==> config.mk <==
export PLATFORM = sky130hd
export DESIGN_NAME = dsp_regfile
export DESIGN_NICKNAME = d
export VERILOG_FILES = /design/src/rtl/regfile_pkg.sv /design/src/rtl/regfile_ctrl.sv /design/src/rtl/regfile_rd_port.sv /design/src/rtl/regfile_dp.sv /design/src/rtl/dsp_regfile.sv
export SDC_FILE = /design/constraint.sdc
export NUM_CORES = 1
export LEC_CHECK = 0
export BUFFER_PORTS_ARGS = -buffer_cell sky130_fd_sc_hd__buf_2
export CORE_UTILIZATION = 40
export CTS_CLUSTER_DIAMETER = 30
export DETAILED_ROUTE_END_ITERATION = 7
export GPL_TIMING_DRIVEN = 1
export PLACE_DENSITY = 0.65
export SYNTH_ARGS = -nofsm -noshare
export SYNTH_HDL_FRONTEND = slang
export SYNTH_HIERARCHICAL = 1
export SYNTH_SLANG_ARGS = --single-unit
export TNS_END_PERCENT = 5
==> constraint.sdc <==
create_clock -name clk -period 4.05 [get_ports clk]
set_input_delay 0.81 -clock clk [delete_from_list [all_inputs] [get_ports clk]]
set_output_delay 0.81 -clock clk [all_outputs]
set_load 0.03 [all_outputs]
==> src/rtl/regfile_pkg.sv <==
package regfile_pkg;
  parameter int RF_DATA_W   = 20;
  parameter int RF_GUARD_W  = 8;
  parameter int RF_REGS     = 8;
  parameter int RF_ACCS     = 2;
  parameter int RF_RD_PORTS = 4;
  parameter int RF_WR_PORTS = 2;

  localparam int RF_ACC_W     = RF_GUARD_W + 2 * RF_DATA_W;
  localparam int RF_ADDR_W    = $clog2(RF_REGS);
  localparam int RF_ACC_BASE  = RF_REGS - RF_ACCS;
  localparam int RF_NARROW    = RF_ACC_BASE;
  localparam int RF_ACC_IDX_W = (RF_ACCS > 1) ? $clog2(RF_ACCS) : 1;
  localparam int RF_WSEL_W    = (RF_WR_PORTS > 1) ? $clog2(RF_WR_PORTS) : 1;

  typedef enum logic [1:0] {
    SLICE_HIGH  = 2'd0,
    SLICE_LOW   = 2'd1,
    SLICE_GUARD = 2'd2,
    SLICE_SAT   = 2'd3
  } slice_e;

  // strobes from write decode to storage
  typedef struct packed {
    logic [RF_REGS-1:0]                 narrowWe;
    logic [RF_REGS-1:0][RF_WSEL_W-1:0]  narrowSel;
    logic [RF_ACCS-1:0]                 wideWe;
  } wr_strobe_t;
endpackage

==> src/rtl/regfile_ctrl.sv <==
module regfile_ctrl
  import regfile_pkg::*;
(
  input  logic                                  clk,
  input  logic                                  rstN,
  input  logic [RF_WR_PORTS-1:0]                wrEn,
  input  logic [RF_WR_PORTS-1:0][RF_ADDR_W-1:0] wrAddr,
  input  logic [RF_ACCS-1:0]                    accWrEn,
  output wr_strobe_t                            strobe
);
  // Scan ports from the highest index down so the lowest port is applied last and wins.
  always_comb begin
    strobe = '0;
    for (int r = 0; r < RF_REGS; r++) begin
      for (int p = RF_WR_PORTS - 1; p >= 0; p--) begin
        if (wrEn[p] && (wrAddr[p] == RF_ADDR_W'(r))) begin
          strobe.narrowWe[r]  = 1'b1;
          strobe.narrowSel[r] = RF_WSEL_W'(p);
        end
      end
    end
    strobe.wideWe = accWrEn;
  end

  // a register hit by port 0 must be sourced from port 0
  p_port0_selected_r4: assert property (@(posedge clk) disable iff (!rstN)
    wrEn[0] |-> (strobe.narrowWe[wrAddr[0]] && strobe.narrowSel[wrAddr[0]] == '0));

  // no enable means no strobe
  p_idle_no_strobe_r12: assert property (@(posedge clk) disable iff (!rstN)
    (wrEn == '0) |-> (strobe.narrowWe == '0));
endmodule

==> src/rtl/regfile_rd_port.sv <==
module regfile_rd_port
  import regfile_pkg::*;
(
  input  logic                                  clk,
  input  logic                                  rstN,
  input  logic [RF_ADDR_W-1:0]                  addr,
  input  logic [1:0]                            slice,
  input  logic [RF_NARROW-1:0][RF_DATA_W-1:0]   narrowQ,
  input  logic [RF_ACCS-1:0][RF_ACC_W-1:0]      accQ,
  output logic [RF_DATA_W-1:0]                  data
);
  localparam int TOP_W = RF_GUARD_W + 1;
  localparam logic [RF_DATA_W-1:0] POS_MAX = {1'b0, {(RF_DATA_W-1){1'b1}}};
  localparam logic [RF_DATA_W-1:0] NEG_MIN = {1'b1, {(RF_DATA_W-1){1'b0}}};

  logic [RF_ACC_IDX_W-1:0] accIdx;
  logic [RF_ACC_W-1:0]     accWord;
  logic [TOP_W-1:0]        topBits;
  logic                    topUniform;
  logic [RF_DATA_W-1:0]    hiPart, loPart, guardExt, satPart;
  logic                    isAcc;
  slice_e                  sliceCode;

  assign isAcc      = (addr >= RF_ADDR_W'(RF_ACC_BASE));
  assign accIdx     = RF_ACC_IDX_W'(addr - RF_ADDR_W'(RF_ACC_BASE));
  assign accWord    = accQ[accIdx];
  assign topBits    = accWord[RF_ACC_W-1 -: TOP_W];
  assign topUniform = (&topBits) || (~|topBits);
  assign hiPart     = accWord[2*RF_DATA_W-1 -: RF_DATA_W];
  assign loPart     = accWord[RF_DATA_W-1:0];
  assign guardExt   = {{(RF_DATA_W-RF_GUARD_W){accWord[RF_ACC_W-1]}},
                       accWord[RF_ACC_W-1 -: RF_GUARD_W]};
  assign satPart    = topUniform ? hiPart
                    : (accWord[RF_ACC_W-1] ? NEG_MIN : POS_MAX);
  assign sliceCode  = slice_e'(slice);

  always_comb begin
    if (!isAcc) begin
      data = narrowQ[addr];
    end else begin
      unique case (sliceCode)
        SLICE_HIGH:  data = hiPart;
        SLICE_LOW:   data = loPart;
        SLICE_GUARD: data = guardExt;
        default:     data = satPart;
      endcase
    end
  end

  // a clipped read is one of the two limits
  p_sat_limits_r8: assert property (@(posedge clk) disable iff (!rstN)
    (isAcc && sliceCode == SLICE_SAT && !topUniform) |-> (data == POS_MAX || data == NEG_MIN));

  // guard slice upper bits all copy the accumulator sign
  p_guard_sext_r7: assert property (@(posedge clk) disable iff (!rstN)
    (isAcc && sliceCode == SLICE_GUARD) |->
      ((&data[RF_DATA_W-1:RF_GUARD_W-1]) || (~|data[RF_DATA_W-1:RF_GUARD_W-1])));
endmodule

==> src/rtl/regfile_dp.sv <==
module regfile_dp
  import regfile_pkg::*;
(
  input  logic                                    clk,
  input  logic                                    rstN,
  input  wr_strobe_t                              strobe,
  input  logic [RF_WR_PORTS-1:0][RF_DATA_W-1:0]   wrData,
  input  logic [RF_ACCS-1:0][RF_ACC_W-1:0]        accWrData,
  input  logic [RF_RD_PORTS-1:0][RF_ADDR_W-1:0]   rdAddr,
  input  logic [RF_RD_PORTS-1:0][1:0]             rdSlice,
  output logic [RF_RD_PORTS-1:0][RF_DATA_W-1:0]   rdData,
  output logic [RF_ACCS-1:0][RF_ACC_W-1:0]        accQ
);
  logic [RF_NARROW-1:0][RF_DATA_W-1:0] narrowQ;

  for (genvar r = 0; r < RF_NARROW; r++) begin : g_narrow
    always_ff @(posedge clk or negedge rstN) begin
      if (!rstN)                   narrowQ[r] <= '0;
      else if (strobe.narrowWe[r]) narrowQ[r] <= wrData[strobe.narrowSel[r]];
    end

    // untargeted plain register holds
    p_narrow_hold_r12: assert property (@(posedge clk) disable iff (!rstN)
      !strobe.narrowWe[r] |=> $stable(narrowQ[r]));
  end

  for (genvar k = 0; k < RF_ACCS; k++) begin : g_acc
    localparam int REG_IDX = RF_ACC_BASE + k;
    logic [RF_DATA_W-1:0] narrowVal;
    logic [RF_ACC_W-1:0]  extended;

    assign narrowVal = wrData[strobe.narrowSel[REG_IDX]];
    assign extended  = {{RF_GUARD_W{narrowVal[RF_DATA_W-1]}}, narrowVal, {RF_DATA_W{1'b0}}};

    always_ff @(posedge clk or negedge rstN) begin
      if (!rstN)                         accQ[k] <= '0;
      else if (strobe.wideWe[k])         accQ[k] <= accWrData[k];
      else if (strobe.narrowWe[REG_IDX]) accQ[k] <= extended;
    end

    // untargeted accumulator holds
    p_acc_hold_r12: assert property (@(posedge clk) disable iff (!rstN)
      (!strobe.wideWe[k] && !strobe.narrowWe[REG_IDX]) |=> $stable(accQ[k]));
  end

  for (genvar p = 0; p < RF_RD_PORTS; p++) begin : g_rd
    regfile_rd_port u_rd (
      .clk     (clk),
      .rstN    (rstN),
      .addr    (rdAddr[p]),
      .slice   (rdSlice[p]),
      .narrowQ (narrowQ),
      .accQ    (accQ),
      .data    (rdData[p])
    );
  end
endmodule

==> src/rtl/dsp_regfile.sv <==
module dsp_regfile
  import regfile_pkg::*;
(
  input  logic                                  clk,
  input  logic                                  rstN,
  input  logic [RF_RD_PORTS-1:0][RF_ADDR_W-1:0] rdAddr,
  input  logic [RF_RD_PORTS-1:0][1:0]           rdSlice,
  output logic [RF_RD_PORTS-1:0][RF_DATA_W-1:0] rdData,
  input  logic [RF_WR_PORTS-1:0]                wrEn,
  input  logic [RF_WR_PORTS-1:0][RF_ADDR_W-1:0] wrAddr,
  input  logic [RF_WR_PORTS-1:0][RF_DATA_W-1:0] wrData,
  input  logic [RF_ACCS-1:0]                    accWrEn,
  input  logic [RF_ACCS-1:0][RF_ACC_W-1:0]      accWrData,
  output logic [RF_ACCS-1:0][RF_ACC_W-1:0]      accRdData
);
  wr_strobe_t strobe;

  regfile_ctrl u_ctrl (
    .clk     (clk),
    .rstN    (rstN),
    .wrEn    (wrEn),
    .wrAddr  (wrAddr),
    .accWrEn (accWrEn),
    .strobe  (strobe)
  );

  regfile_dp u_dp (
    .clk       (clk),
    .rstN      (rstN),
    .strobe    (strobe),
    .wrData    (wrData),
    .accWrData (accWrData),
    .rdAddr    (rdAddr),
    .rdSlice   (rdSlice),
    .rdData    (rdData),
    .accQ      (accRdData)
  );

  for (genvar k = 0; k < RF_ACCS; k++) begin : g_chk
    localparam logic [RF_ADDR_W-1:0] IDX = RF_ADDR_W'(RF_ACC_BASE + k);

    // full-width load appears whole on the next cycle
    p_wide_load_r10: assert property (@(posedge clk) disable iff (!rstN)
      accWrEn[k] |=> (accRdData[k] == $past(accWrData[k])));

    // 20-bit write from port 0 is sign-extended with cleared low half
    p_narrow_ext_r6: assert property (@(posedge clk) disable iff (!rstN)
      (wrEn[0] && wrAddr[0] == IDX && !accWrEn[k]) |=>
        (accRdData[k] == {{RF_GUARD_W{$past(wrData[0][RF_DATA_W-1])}},
                          $past(wrData[0]), {RF_DATA_W{1'b0}}}));

    // port 0 wins on a shared accumulator target
    p_port0_wins_r4: assert property (@(posedge clk) disable iff (!rstN)
      (wrEn[0] && wrEn[1] && wrAddr[0] == IDX && wrAddr[1] == IDX && !accWrEn[k]) |=>
        (accRdData[k][2*RF_DATA_W-1 -: RF_DATA_W] == $past(wrData[0])));
  end
endmodule

Word level (Yosys, flattened, before mapping)
Cells that the tools add are included.
{"block": "totals", "ff_bits": 216, "out_inout_bits": 176}
{"block": "op_classes", "n_addsub": 4, "order_cmp": 20, "n_eq_ne": 22, "muxes": 76, "n_reduce_logical": 40}
{"cell": "20-bit 2-to-1 mux", "count": 32}
{"cell": "48-bit 2-to-1 mux", "count": 12}
{"cell": "20-bit binary-select mux with 3-bit select", "count": 4}
{"cell": "20-bit case mux with 3 select lines", "count": 4}
{"cell": "9-bit AND reduction", "count": 4}
{"cell": "9-bit OR reduction", "count": 4}
{"cell": "3-bit == test (second input constant)", "count": 8}
{"cell": "1-bit by 2-bit < comparator with 1-bit output (second input constant)", "count": 12}
{"cell": "1-bit 2-to-1 mux", "count": 24}
{"cell": "1-bit logical AND", "count": 16}
{"cell": "3-bit by 4-bit < comparator with 1-bit output (second input constant)", "count": 4}
{"cell": "3-bit by 2-bit == test with 1-bit output (second input constant)", "count": 4}
{"cell": "3-bit greater-or-equal comparator (second input constant)", "count": 4}
{"cell": "2-bit by 1-bit == test with 1-bit output (second input constant)", "count": 4}
{"cell": "2-bit == test (second input constant)", "count": 4}
{"cell": "2-bit logical NOT", "count": 4}
{"cell": "3-bit by 1-bit == test with 1-bit output (second input constant)", "count": 2}
{"cell": "3-bit logical NOT", "count": 2}
{"cell": "1-bit logical NOT", "count": 4}
{"cell": "1-bit logical OR", "count": 4}
{"cell": "2-bit nonzero test", "count": 2}
{"cell": "1-bit subtractor (second input constant)", "count": 4}

Longest topological paths before layout
{"block": "logic_depth", "word_depth": 9, "ltp_mapped": 8, "depth_no_buf": 5}

Cells and area by module
The synthesis kept the hierarchy.
{"module": "regfile_dp", "n_inst": 1, "cells_each": 936, "area_each_um2": 10182.3, "seq_area_each_um2": 5405.2}
{"module": "regfile_rd_port", "n_inst": 4, "cells_each": 236, "area_each_um2": 2214.6, "seq_area_each_um2": 0.0}
{"module": "regfile_ctrl", "n_inst": 1, "cells_each": 40, "area_each_um2": 300.3, "seq_area_each_um2": 0.0}

Worst setup path before layout
OpenSTA, ideal clock, no wires.
{"block": "synth_timing", "path_type": "in2out", "from": "in rdAddr[0] in the netlist's numbering", "to": "out rdData[19] in the netlist's numbering", "arrival_time_ps": 2791, "t_required_ps": 3240, "slack_ps": 449, "cell_stages": 7, "n_path_buf": 5, "cell_sequence": "buf_6 > buf_4 > buf_2 > buf_4 > buf_4 > a21oi_1 > o41ai_1"}
{"item": "start: declaration", "line": "dsp_regfile.sv:6", "rtl": "input logic [RF_RD_PORTS-1:0][RF_ADDR_W-1:0] rdAddr,"}
{"item": "end: declaration", "line": "dsp_regfile.sv:8", "rtl": "output logic [RF_RD_PORTS-1:0][RF_DATA_W-1:0] rdData,"}

==> key figures <==
Final layout
  • Commonest non-fill, non-tap cell in the layout: buf_2
  • Share of layout cells above drive strength 1: between 30% and 40%
  • Nets: 2,360
  • Final Instance Area: 0.0238 mm2
  • Area growth syn-to-layout: 23.0%
  • Core Util, Final: between 40 and 50%
  • Most frequent cells in the layout: buf_2, mux2i_1, dfrtp_1
  • Post-Layout Cell Count: about 2,900

STA
  • Slew Viols, Final: 0
  • Relative slew slack: around 19%
  • RSZ-0062 raised after global routing: yes
  • Max Fclk: 0.247 GHz
  • Worst clock skew: 0 ns
  • Tcrit/Tclk final: 100%
  • Least-Margin Pin Slew: between 1 and 1.5 ns
  • Setup violators final: 1
  • Fin. Hold Viols: 0
  • Tmin final: between 4 and 5 ns
  • Setup ws final: -0.00479 ns
  • Post-Route Setup TNS: -0.00479 ns

Global route
  • Antenna violations before repair: 14
  • Vias in the first global route: about 19,000
  • Gr usage total: about a third
  • GRT Residual Overflow: 0
  • Largest net degree at the start of global routing: 99
  • First-pass GRT wire length: 126,000 um

Critical path
  • Worst setup SP type: register
  • Max incr delay on CP: 0.69 ns
  • Arr. time, crit path: about 3.2 ns
  • Worst Path Max Fanout: 14
  • CP endpoint kind: output pin
  • CP Data Required Time: about 3.2 ns
  • Critical path class: register to output pin
  • CP cell instances: mux2_4, o2111a_1, a21oi_1, o31ai_1, buf_2
  • Buf+Inv Stages, Crit Path: 1
  • Delay-heaviest family, CP: compound AO/OA/AOI/OAI gates
  • Master of the slowest instance on the critical path: dfrtp_1

Die
  • Core box area: 0.0477 mm2
  • Die height: approximately 220 um
  • Die footprint: just under 0.05 mm2
  • Initial Util: between 40 and 50%
  • Width of the chip: roughly 220 um
  • Boundary pin count: around 340
  • Rows: 80

Clock tree
  • H-tree levels: 2
  • Num CTS Buffers: slightly below 60
  • Hold-fix buffers, CTS: 0
  • Latest clock arrival within the worst-skew pair: roughly 0.63 ns
  • Clk sinks: around 220
  • Clk slew on worst S/H paths: around 0.050 ns
  • Longest Clk Path Bufs: 3
  • CTS tree: yes
  • Root buf cell: clkbuf_16

Logic synthesis
  • Ranking of synthesized cells by area: dfrtp_1, mux4_2, mux2i_1, mux2_2, a21oi_1
  • Syn Area/Cell: approximately 10 um2
  • EDFF count, synth: 0
  • Mapped Nets: around 2,100
  • Yosys top cell by area: dfrtp_1
  • Post-Syn Area: between 0.015 and 0.02 mm2
  • Synth cell types: 52
  • Async SR Flop Fraction: 100%
  • Sequential element share of the synthesized area: ~28%
  • Mapped Cells: 1,920
  • Area share of the largest cell type after synthesis: 27.9%
  • Most used flip-flop cell after synthesis: dfrtp_1
  • Warnings, synthesis: 6
  • Yosys reg bits: about 220

Detailed routing
  • Final ANT Viol Nets: 0
  • Remaining DRCs: 1
  • Final wirelength: ~85,000 um
  • Avg WL per Cell: 29.8 um
  • Vias: about 19,000
  • First-pass DRT Iterations: 8
  • Vias per cell: ~6.8
  • Iteration-0 DRC count of the detailed router: about 2,600

Status
  • Outcome: complete, but fails checks
  • Failing checks: DRC, setup timing

Placement
  • Placed Instances: 2,747
  • Placer Congestion: slightly above 1
  • I/O Buffers: 343
  • Post-DP HPWL: 60,200 um
  • Placed cell areas: around 0.022 mm2

Min path
  • Min-Delay Path Class: primary input to async pin

Power
  • Leak: 0.00956 uW
  • VDD IR max: 0.000322 V
  • Power density cells: around 500 mW/mm2

Job
  • Max-cap violations: 0
[metal layers]
layer | wire (um) | GRT usage (%) | share of wire (%) | vias up
li1 | - | - | - | 8004
met1 | 30900 | 42.9 | 36 | 9638
met2 | 40100 | 54.6 | 47 | 1528
met3 | 9430 | 7.09 | 11 | 293
met4 | 5010 | 19.6 | 5.9 | 2
met5 | 13 | 0 | 0.015 | -
[Yosys cell counts (all sizes together) (6+ instances only)]
library cell,count
nor2b,66
a211o,8
mux4,132
mux2,116
a21oi,173
a22o,40
o31ai,51
nand4,14
nor2,135
mux2i,216
buf,107
nand2b,11
a22oi,76
clkbuf,109
and2,12
nand4b,6
dfrtp,216
nor4,16
o221ai,56
inv,64
nand3,24
nand2,98
a221oi,8
or2,6
o21ai,48
o221a,16
a31o,8
a211oi,52
[through the flow]
stage	total power [uW]	setup slack [ns]	hold slack (ns)
2_1_floorplan	5370	0.449	0.514
3_3_place_gp	6570	0.277	0.557
3_5_place_dp	6660	0.284	0.573
4_1_cts	11700	0.00430	0.272
5_1_grt	12200	-0.0443	0.313
6_report	11800	-0.00479	0.253
[kinds of logic after synthesis]
| logic type | Yosys count | share of synthesized area (%) |
|---|---|---|
| AOI/OAI and AO/OA | 562 | 21.5 |
| buffers and inverters | 280 | 7.04 |
| DFF | 216 | 27.9 |
| muxes | 464 | 33.5 |
| and+or+nand+nor | 398 | 10.0 |
[final cells by class]
class                   count  area, um2
inverters                  64        240
fillers                  4349      23900
well taps                 615        769
clock inverters            35        536
repair buffers            428       2510
clock buffers              70       1600
diodes                     12       30.0
multi-input cells        1424      12700
flip-flops and latches    216       5420
[power breakdown]
group	total (uW)	internal, uW	leakage [uW]	switching, uW
sequential	3180	2520	0.00248	662
clock	5030	3490	0.00103	1530
combinational	3580	1480	0.00606	2100
[registers in the layout (all words and copies together) (netlist names)]
signal and cells:
u_dp/narrowQ 120, u_dp/accQ 96
[what timing repair did]
item,4_1_cts,5_1_grt
gates resized for setup,6,17
buffers inserted,0,0
setup endpoints to repair,3,35
[path summary, 6_finish.rpt]
| path | start | slack [ns] | cells past startpoint | to |
|---|---|---|---|---|
| setup / recovery | u_dp/accQ[47] | -0.005 | 5 | rdData[36] |
| hold / removal | rstN | 0.25 | 1 | u_dp/accQ[35] |
| setup reg to reg | u_dp/accQ[82] | 2.97 | 2 | u_dp/accQ[82] |
| hold reg to reg | u_dp/narrowQ[68] | 0.58 | 2 | u_dp/narrowQ[68] |
| max in group asynchronous | rstN | 2.92 | 2 | u_dp/narrowQ[82] |
| min in group clk | accWrData[41] | 0.40 | 3 | u_dp/accQ[41] |
(Power assumes the default switching activity.)
